[config.mk]
export PLATFORM = sky130hd
export DESIGN_NAME = rel_branch_unit
export DESIGN_NICKNAME = d
export VERILOG_FILES = /design/src/rtl/rbd_pkg.sv /design/src/rtl/rbd_target.sv /design/src/rtl/rbd_cond.sv /design/src/rtl/rel_branch_unit.sv
export SDC_FILE = /design/constraint.sdc
export NUM_CORES = 1
export LEC_CHECK = 0
export ABC_AREA = 1
export BUFFER_PORTS_ARGS = -buffer_cell sky130_fd_sc_hd__buf_4
export CAP_MARGIN = 30
export CORE_MARGIN = 8
export CORE_UTILIZATION = 35
export CTS_CLUSTER_SIZE = 30
export DETAILED_ROUTE_END_ITERATION = 10
export PLACE_DENSITY = 0.62
export SYNTH_ARGS = -nofsm -noshare
export SYNTH_HDL_FRONTEND = slang
export SYNTH_SLANG_ARGS = --single-unit
[constraint.sdc]
create_clock -name clk_i -period 1.23 [get_ports clk_i]
set_clock_uncertainty 0.1 [all_clocks]
set_input_delay 0.246 -clock clk_i [delete_from_list [all_inputs] [get_ports clk_i]]
set_output_delay 0.246 -clock clk_i [all_outputs]
set_load 0.05 [all_outputs]
[src/rtl/rbd_pkg.sv]
package rbd_pkg;
  typedef enum logic [2:0] {
    CLS_SJMP = 3'd0,
    CLS_JZ   = 3'd1,
    CLS_JNC  = 3'd2,
    CLS_CJNE = 3'd3,
    CLS_DJNZ = 3'd4
  } br_cls_e;

  typedef struct packed {
    logic       taken;
    logic       carry;
    logic [7:0] loop;
  } br_dec_t;
endpackage

[src/rtl/rbd_target.sv]
module rbd_target #(
  parameter int PC_W   = 16,
  parameter int LEN_W  = 2,
  parameter int DISP_W = 8
) (
  input  logic [PC_W-1:0]   pc_i,
  input  logic [LEN_W-1:0]  len_i,
  input  logic [DISP_W-1:0] disp_i,
  output logic [PC_W-1:0]   seq_pc_o,
  output logic [PC_W-1:0]   jmp_pc_o
);
  localparam int EXT_W = PC_W - DISP_W;

  logic [PC_W-1:0] disp_ext;

  // offset applies to the address following the branch
  assign disp_ext = {{EXT_W{disp_i[DISP_W-1]}}, disp_i};
  assign seq_pc_o = pc_i + PC_W'(len_i);
  assign jmp_pc_o = seq_pc_o + disp_ext;
endmodule

[src/rtl/rbd_cond.sv]
module rbd_cond
  import rbd_pkg::*;
#(
  parameter int DATA_W = 8
) (
  input  logic [2:0]        cls_i,
  input  logic              carry_i,
  input  logic [DATA_W-1:0] acc_i,
  input  logic [DATA_W-1:0] op_a_i,
  input  logic [DATA_W-1:0] op_b_i,
  input  logic [DATA_W-1:0] loop_i,
  output logic              taken_o,
  output logic              carry_o,
  output logic [DATA_W-1:0] loop_o
);
  logic [DATA_W-1:0] dec;
  logic              lt;

  assign dec = loop_i - DATA_W'(1);
  assign lt  = op_a_i < op_b_i;

  always_comb begin
    taken_o = 1'b0;
    carry_o = carry_i;
    loop_o  = loop_i;
    case (cls_i)
      CLS_SJMP: taken_o = 1'b1;
      CLS_JZ:   taken_o = (acc_i == '0);
      CLS_JNC:  taken_o = ~carry_i;
      CLS_CJNE: begin
        taken_o = (op_a_i != op_b_i);
        carry_o = lt;
      end
      CLS_DJNZ: begin
        loop_o  = dec;
        taken_o = (dec != '0);
      end
      default: ;
    endcase
  end
endmodule

[src/rtl/rel_branch_unit.sv]
module rel_branch_unit #(
  parameter int PC_W   = 16,
  parameter int LEN_W  = 2,
  parameter int DISP_W = 8,
  parameter int DATA_W = 8,
  parameter int CYC_W  = 2
) (
  input  logic              clk_i,
  input  logic              rst_ni,
  input  logic              start_i,
  input  logic [PC_W-1:0]   pc_i,
  input  logic [LEN_W-1:0]  len_i,
  input  logic [2:0]        cls_i,
  input  logic              carry_i,
  input  logic [DATA_W-1:0] acc_i,
  input  logic [DATA_W-1:0] op_a_i,
  input  logic [DATA_W-1:0] op_b_i,
  input  logic [DATA_W-1:0] loop_i,
  input  logic [DISP_W-1:0] disp_i,
  output logic              done_o,
  output logic [PC_W-1:0]   next_pc_o,
  output logic              taken_o,
  output logic              carry_o,
  output logic [DATA_W-1:0] loop_o,
  output logic [CYC_W-1:0]  cycles_o
);
  localparam logic [CYC_W-1:0] CYC_TAKEN = CYC_W'(2);
  localparam logic [CYC_W-1:0] CYC_FALL  = CYC_W'(1);

  logic [PC_W-1:0]   seq_pc, jmp_pc;
  logic              tk, cy;
  logic [DATA_W-1:0] lp;

  rbd_target #(.PC_W(PC_W), .LEN_W(LEN_W), .DISP_W(DISP_W)) u_target (
    .pc_i     (pc_i),
    .len_i    (len_i),
    .disp_i   (disp_i),
    .seq_pc_o (seq_pc),
    .jmp_pc_o (jmp_pc)
  );

  rbd_cond #(.DATA_W(DATA_W)) u_cond (
    .cls_i   (cls_i),
    .carry_i (carry_i),
    .acc_i   (acc_i),
    .op_a_i  (op_a_i),
    .op_b_i  (op_b_i),
    .loop_i  (loop_i),
    .taken_o (tk),
    .carry_o (cy),
    .loop_o  (lp)
  );

  always_ff @(posedge clk_i or negedge rst_ni) begin
    if (!rst_ni) begin
      done_o    <= 1'b0;
      next_pc_o <= '0;
      taken_o   <= 1'b0;
      carry_o   <= 1'b0;
      loop_o    <= '0;
      cycles_o  <= '0;
    end else begin
      done_o <= start_i;
      if (start_i) begin
        next_pc_o <= tk ? jmp_pc : seq_pc;
        taken_o   <= tk;
        carry_o   <= cy;
        loop_o    <= lp;
        cycles_o  <= tk ? CYC_TAKEN : CYC_FALL;
      end
    end
  end
endmodule

Yosys cells after proc, flatten, opt, wreduce, memory -nomap -nowiden:

Cells that the tools add are included.

* logic and storage cells: 24
* register bits: 29
* RAM bits: 0
* input bits: 65
* bits in latches: 0
* memory bits (read-only): 0
* output and inout port bits: 29
* memories: 0

* add/sub/neg operators: 3
* bitwise gates (word level): 1
* equality and inequality tests: 5
* $lt $le $gt $ge: 1
* div/mod/pow operators: 0
* reductions and logical operators: 3
* $mul: 0
* shift operators: 0
* mux-type cells: 5

Operator list (count)
* adder 16 bit: 1
* adder 16 x 2 -> 16 bit: 1
* 2-to-1 mux 16 bit: 1
* zero test 8 bit: 1
* < comparator 8 bit: 1
* 2-to-1 mux 8 bit: 1
* inequality test 8 bit: 1
* nonzero test 8 bit: 1
* subtractor 8 x 1 -> 8 bit, second input constant: 1
* equality test 3 x 2 -> 1 bit, second input constant: 2
* one-hot mux 1 bit (5 select lines): 1
* equality test 3 x 1 -> 1 bit, second input constant: 1
* equality test 3 bit, second input constant: 1
* zero test 3 bit: 1
* 2-to-1 mux 2 bit: 1
* 2-to-1 mux 1 bit: 1
* NOT 1 bit: 1

Depth between registers and ports, before layout:

* word-level depth: 4
* gate-level depth with buffers: 24
* mapped depth without buffers: 24

Cells and area by module:

A second synthesis with hierarchy kept.

* cells, all modules: 438
* area, all modules: 2977.9 µm²

By module, submodules not included
* rel_branch_unit: times used 1, cells an instance 137, seq. area each 700.7 µm², area an instance 1217.4 µm²
* rbd_target: times used 1, cells an instance 202, seq. area each 0.0 µm², area an instance 1199.9 µm²
* rbd_cond: times used 1, cells an instance 99, seq. area each 0.0 µm², area an instance 560.5 µm²

Worst setup path before layout:

No wires, ideal clock.

* path type: input to register
* start: in pc_i[0]
* end: reg next_pc_o[15]
* path slack: -1.489 ns
* library setup time: 0.118 ns
* stages on the path: 22
* path buffers: 0
* data arrival time: 2.502 ns
* required time: 1.012 ns
* cells stage by stage: ha_1 fa_1 nand3_2 inv_2 nand3_2 nor2_2 nand3_2 xor2_1 inv_1 ha_1 a21oi_1 nand2_1 nand2_1 nand2_1 a21oi_1 inv_1 nand2_1 nand2_1 nand3_1 nand2_1 nand2_1 nand2_1

* longest elaborated chain between the ends: 3

Ends and longest elaborated chain
* start, declared: RTL line rel_branch_unit.sv:11 `input logic [PC_W-1:0] pc_i,`
* adder 16 x 2 -> 16 bit (*): RTL line rbd_target.sv:18 `assign seq_pc_o = pc_i + PC_W'(len_i);`
* adder 16 bit: RTL line rbd_target.sv:19 `assign jmp_pc_o = seq_pc_o + disp_ext;`
* 2-to-1 mux 16 bit (*): RTL line rel_branch_unit.sv:65 `next_pc_o <= tk ? jmp_pc : seq_pc;`
* end signal, assigned: RTL line rel_branch_unit.sv:65
* end, declared: RTL line rel_branch_unit.sv:21 `output logic [PC_W-1:0] next_pc_o,`

Every way passes the cells marked *; elsewhere a longest branch is shown, timed or not.
A chain may end at the register's enable or synchronous reset.

Worst setup path after layout:

Ends and elaborated chain as after synthesis.

==> summary.md <==
| Metric | Value |
|---|---|
| Final instance area | `about 5600 sq um` |
| Pwr/cell area | `~840 nW/um^2` |
| Netlist cell types | `34` |
| Count of final setup violators | `18` |
| Pins Over Slew Limit | `0` |
| Detailed-route vias per instance | `~4.8` |
| 1st-pass router iterations | `6` |
| Avg Cell Area, Syn | `6.68 sq um` |
| CTS tree | `yes` |
| Clock network power share | `between 10% and 20%` |
| Mapped Area | `~3000 sq um` |
| Yosys warns | `0` |
| GP Congestion | `about 0.96` |
| Worst Path Arrival | `roughly 2.6 ns` |
| Placed wire-length estimate | `roughly 8.2 mm` |
| Worst vdd ir | `around 0.00055 V` |
| Fmax | `around 400 MHz` |
| Area share of xor/xnor cells in the synthesized design | `approximately 6.7%` |
| Top fanout value on the critical path | `5` |
| Via Count | `~3.7k` |
| Setup TNS | `-17.56 ns` |
| CP Launch Type | `input port` |
| Area share of fa/ha/maj cells after synthesis | `between 10% and 20%` |
| Post-synthesis sequential area ratio | `around a quarter` |
| Share of cells above drive strength 1 | `between 50% and 60%` |
| WP data required | `between 1 and 1.5 ns` |
| Largest net degree at the start of global routing | `29` |
| Number of antenna diodes | `0` |
| Reg clk slew, reported paths | `0.10 ns` |
| Initial Utilization | `between 30% and 40%` |
| WL/cell | `approximately 14 microns` |
| Post-Syn Instances | `around 450` |
| Sw frac | `about two fifths` |
| Final WS setup | `-1.33 ns` |
| Comb power frac | `between 60% and 70%` |
| Number of routed nets with antenna violations | `0` |
| Violated checks | `negative setup slack` |
| Compound-cell area share of the yosys netlist | `8.63%` |
| IO Pins | `94` |
| HP Class | `in -> reg` |
| Util after Layout | `approximately 68%` |
| Main combinational cell family by area after synthesis | `simple AND/OR/NAND/NOR gates` |
| P_sw | `1.92 mW` |
| Clock buffer depth | `2` |
| Initial antenna violation count | `0` |
| Most frequent cells in the layout | `buf_4 (159), nand2_1 (94), inv_1 (44), buf_6 (44), nand3_1 (30)` |
| Fin crit share | `208%` |
| Critical path endpoint category | `flop` |
| Syn_nets | `approximately 540` |
| H-tree levels | `1` |
| Die Width | `108 microns` |
| Fin nets | `between 700 and 800` |
| # rows | `33` |
| Cts bufs inserted | `3` |
| Sink Count | `28` |
| Reg area | `around 700 sq um` |
| Vias in the first global route | `roughly 3.8k` |
| Multi-input gate area | `roughly 2700 sq um` |
| DP Area | `~4700 sq um` |
| Fillers | `687` |
| Overall die area | `11700 sq um` |
| Final WL | `~11 mm` |
| Status | `finished with violations` |
| Synthesized flop and latch total | `28` |
| Detailed Route Iter0 Violations | `85` |
| Remaining DRCs | `0` |
| Path type of the worst setup path | `in -> reg` |
| Slew margin rel. | `75.0%` |
| Tmin final | `approximately 2.6 ns` |
| First-pass GRT wire length | `~17 mm` |
| Max_cap viols | `0` |
| Die Span Y | `about 110 microns` |
| Leak pwr | `around 2.8 nW` |
| P_int | `2.80 mW` |
| Total GRT Usage | `roughly 18%` |
| Clock Tree Root | `clkbuf_8` |
| DP Worst Slack | `-1.68 ns` |
| RSZ-0062 raised after global routing | `true` |
| Number of buffers added on ports | `93` |
| Mux contribution to synthesized area | `0%` |
| Worst-Skew Late Latency | `approximately 0.27 ns` |
| Most common cell after layout, fill and taps aside | `buf_4` |
| Grt total ovfl | `0` |
| Core footprint | `between 8000 and 9000 sq um` |
| Flop pwr share | `roughly a quarter` |
| Area Growth Syn to Fin | `87.2%` |
| Post-Synth Simple-Gate Area | `38.4%` |
| Least-Margin Pin Slew | `0.375 ns` |
| Final Hold Viols | `0` |
## sequential cells by signal, indices dropped and copies added, names as in the netlist
signal	count
next_pc_o	16
loop_o	8
carry_o	1
cycles_o	1
done_o	1
taken_o	1
## cell families (layout without fill, tap and decap cells)
group	count (synthesis)	in the layout
simple gates	250	250
buf+inv	65	268
compound gates	49	49
fa+ha+maj	32	32
flops	28	28
xor+xnor	23	23
## cells in the mapped netlist
cell type  instances  area share, %
a21o_1             1           0.25
a21oi_1           31            5.2
a31oi_1            1           0.21
and2_1             1           0.21
buf_2              2           0.34
buf_4              2           0.50
buf_8              1           0.50
clkbuf_1           6           0.75
dfrtp_1           28             23
fa_1               2            1.3
ha_1              30             13
inv_1             53            6.7
inv_2              1           0.13
nand2_1          123             15
nand2_2            2           0.42
nand2_4            2           0.75
nand3_1           45            7.5
nand3_2            8            2.7
nand3b_1           2           0.50
nand4_1           13            2.7
nor2_1            40            5.0
nor2_2             3           0.63
nor2_4             1           0.38
nor3_1             3           0.50
nor3_2             1           0.34
nor4_1             1           0.21
o2111ai_1          1           0.29
o21a_1             1           0.25
o21ai_0           11            1.8
o21ai_1            2           0.34
o21bai_1           1           0.25
or2_2              5            1.0
xnor2_1            5            1.5
xor2_1            18            5.3
## area by class of cell
cell class	count	area share (%)
clock buffers	3	0.738
clock inverters	1	0.537
inverters	54	3.98
multi-input cells	354	47.4
flip-flops and latches	28	12.5
well taps	105	2.35
repair buffers	210	32.4
## timing repair
item	4_1_cts	5_1_grt
hold buffers	1	0
cloned	0	1
buffers inserted	13	12
endpoints found under the setup margin	26	53
pin swaps	49	62
gates resized for setup	79	79
hold endpoints to repair	28	0
## power groups by stage
| stage | combinational, mW | clock [mW] | sequential (mW) |
|---|---|---|---|
| global placement | 2.30 | 0 | 1.14 |
| CTS | 2.56 | 0.756 | 1.13 |
| detailed placement | 2.32 | 0 | 1.14 |
| global route | 3.05 | 0.794 | 1.16 |
| floorplan | 0.886 | 0 | 1.58 |
| finish | 2.83 | 0.735 | 1.15 |
## final timing paths
path | startpoint | endpoint | slack (ns) | depth (start not counted)
worst max-delay path | pc_i[0] | next_pc_o[15]$_DFFE_PN0P_ | -1.33 | 23
worst min-delay path | loop_i[1] | loop_o[1]$_DFFE_PN0P_ | 0.15 | 3
worst max register to register | next_pc_o[9]$_DFFE_PN0P_ | next_pc_o[9]$_DFFE_PN0P_ | 0.21 | 3
worst min register to register | cycles_o[0]$_DFFE_PN0P_ | cycles_o[0]$_DFFE_PN0P_ | 0.42 | 1
max in group asynchronous | rst_ni | taken_o$_DFFE_PN0P_ | 0.40 | 2
min in group asynchronous | rst_ni | loop_o[5]$_DFFE_PN0P_ | 0.31 | 2
## critical path, stage by stage
cell and delay, ns:
buf_8 0.10, ha_4 0.15, fa_2 0.35, nand3_2 0.08, inv_2 0.05, nand3_4 0.06, buf_4 0.11, buf_6 0.08
xor2_1 0.12, inv_1 0.09, ha_4 0.26, nand2_4 0.10, inv_4 0.04, a21oi_4 0.14, nand2_4 0.10, a21oi_2 0.16
inv_1 0.05, nand2_1 0.05, nand2_1 0.05, nand3_1 0.06, nand2_1 0.05, nand2_1 0.06, nand2_1 0.05
## metrics by stage
| step | hold slack [ns] | cells | power, mW |
|---|---|---|---|
| after global routing | 0.161 | 755 | 5.01 |
| final | 0.146 | 755 | 4.71 |
| after CTS | 0.136 | 745 | 4.45 |
| after global placement | 0.0875 | 727 | 3.43 |
| after detailed placement | 0.0962 | 727 | 3.47 |
| after floorplan | -0.150 | 447 | 2.47 |
## routing by layer
metal	GRT usage, %	wire (microns)
met1	21.3	4430
met4	2.74	59
met5	0	0
met2	33.3	5630
met3	1.90	419
Power figures use the tool's default switching activity.
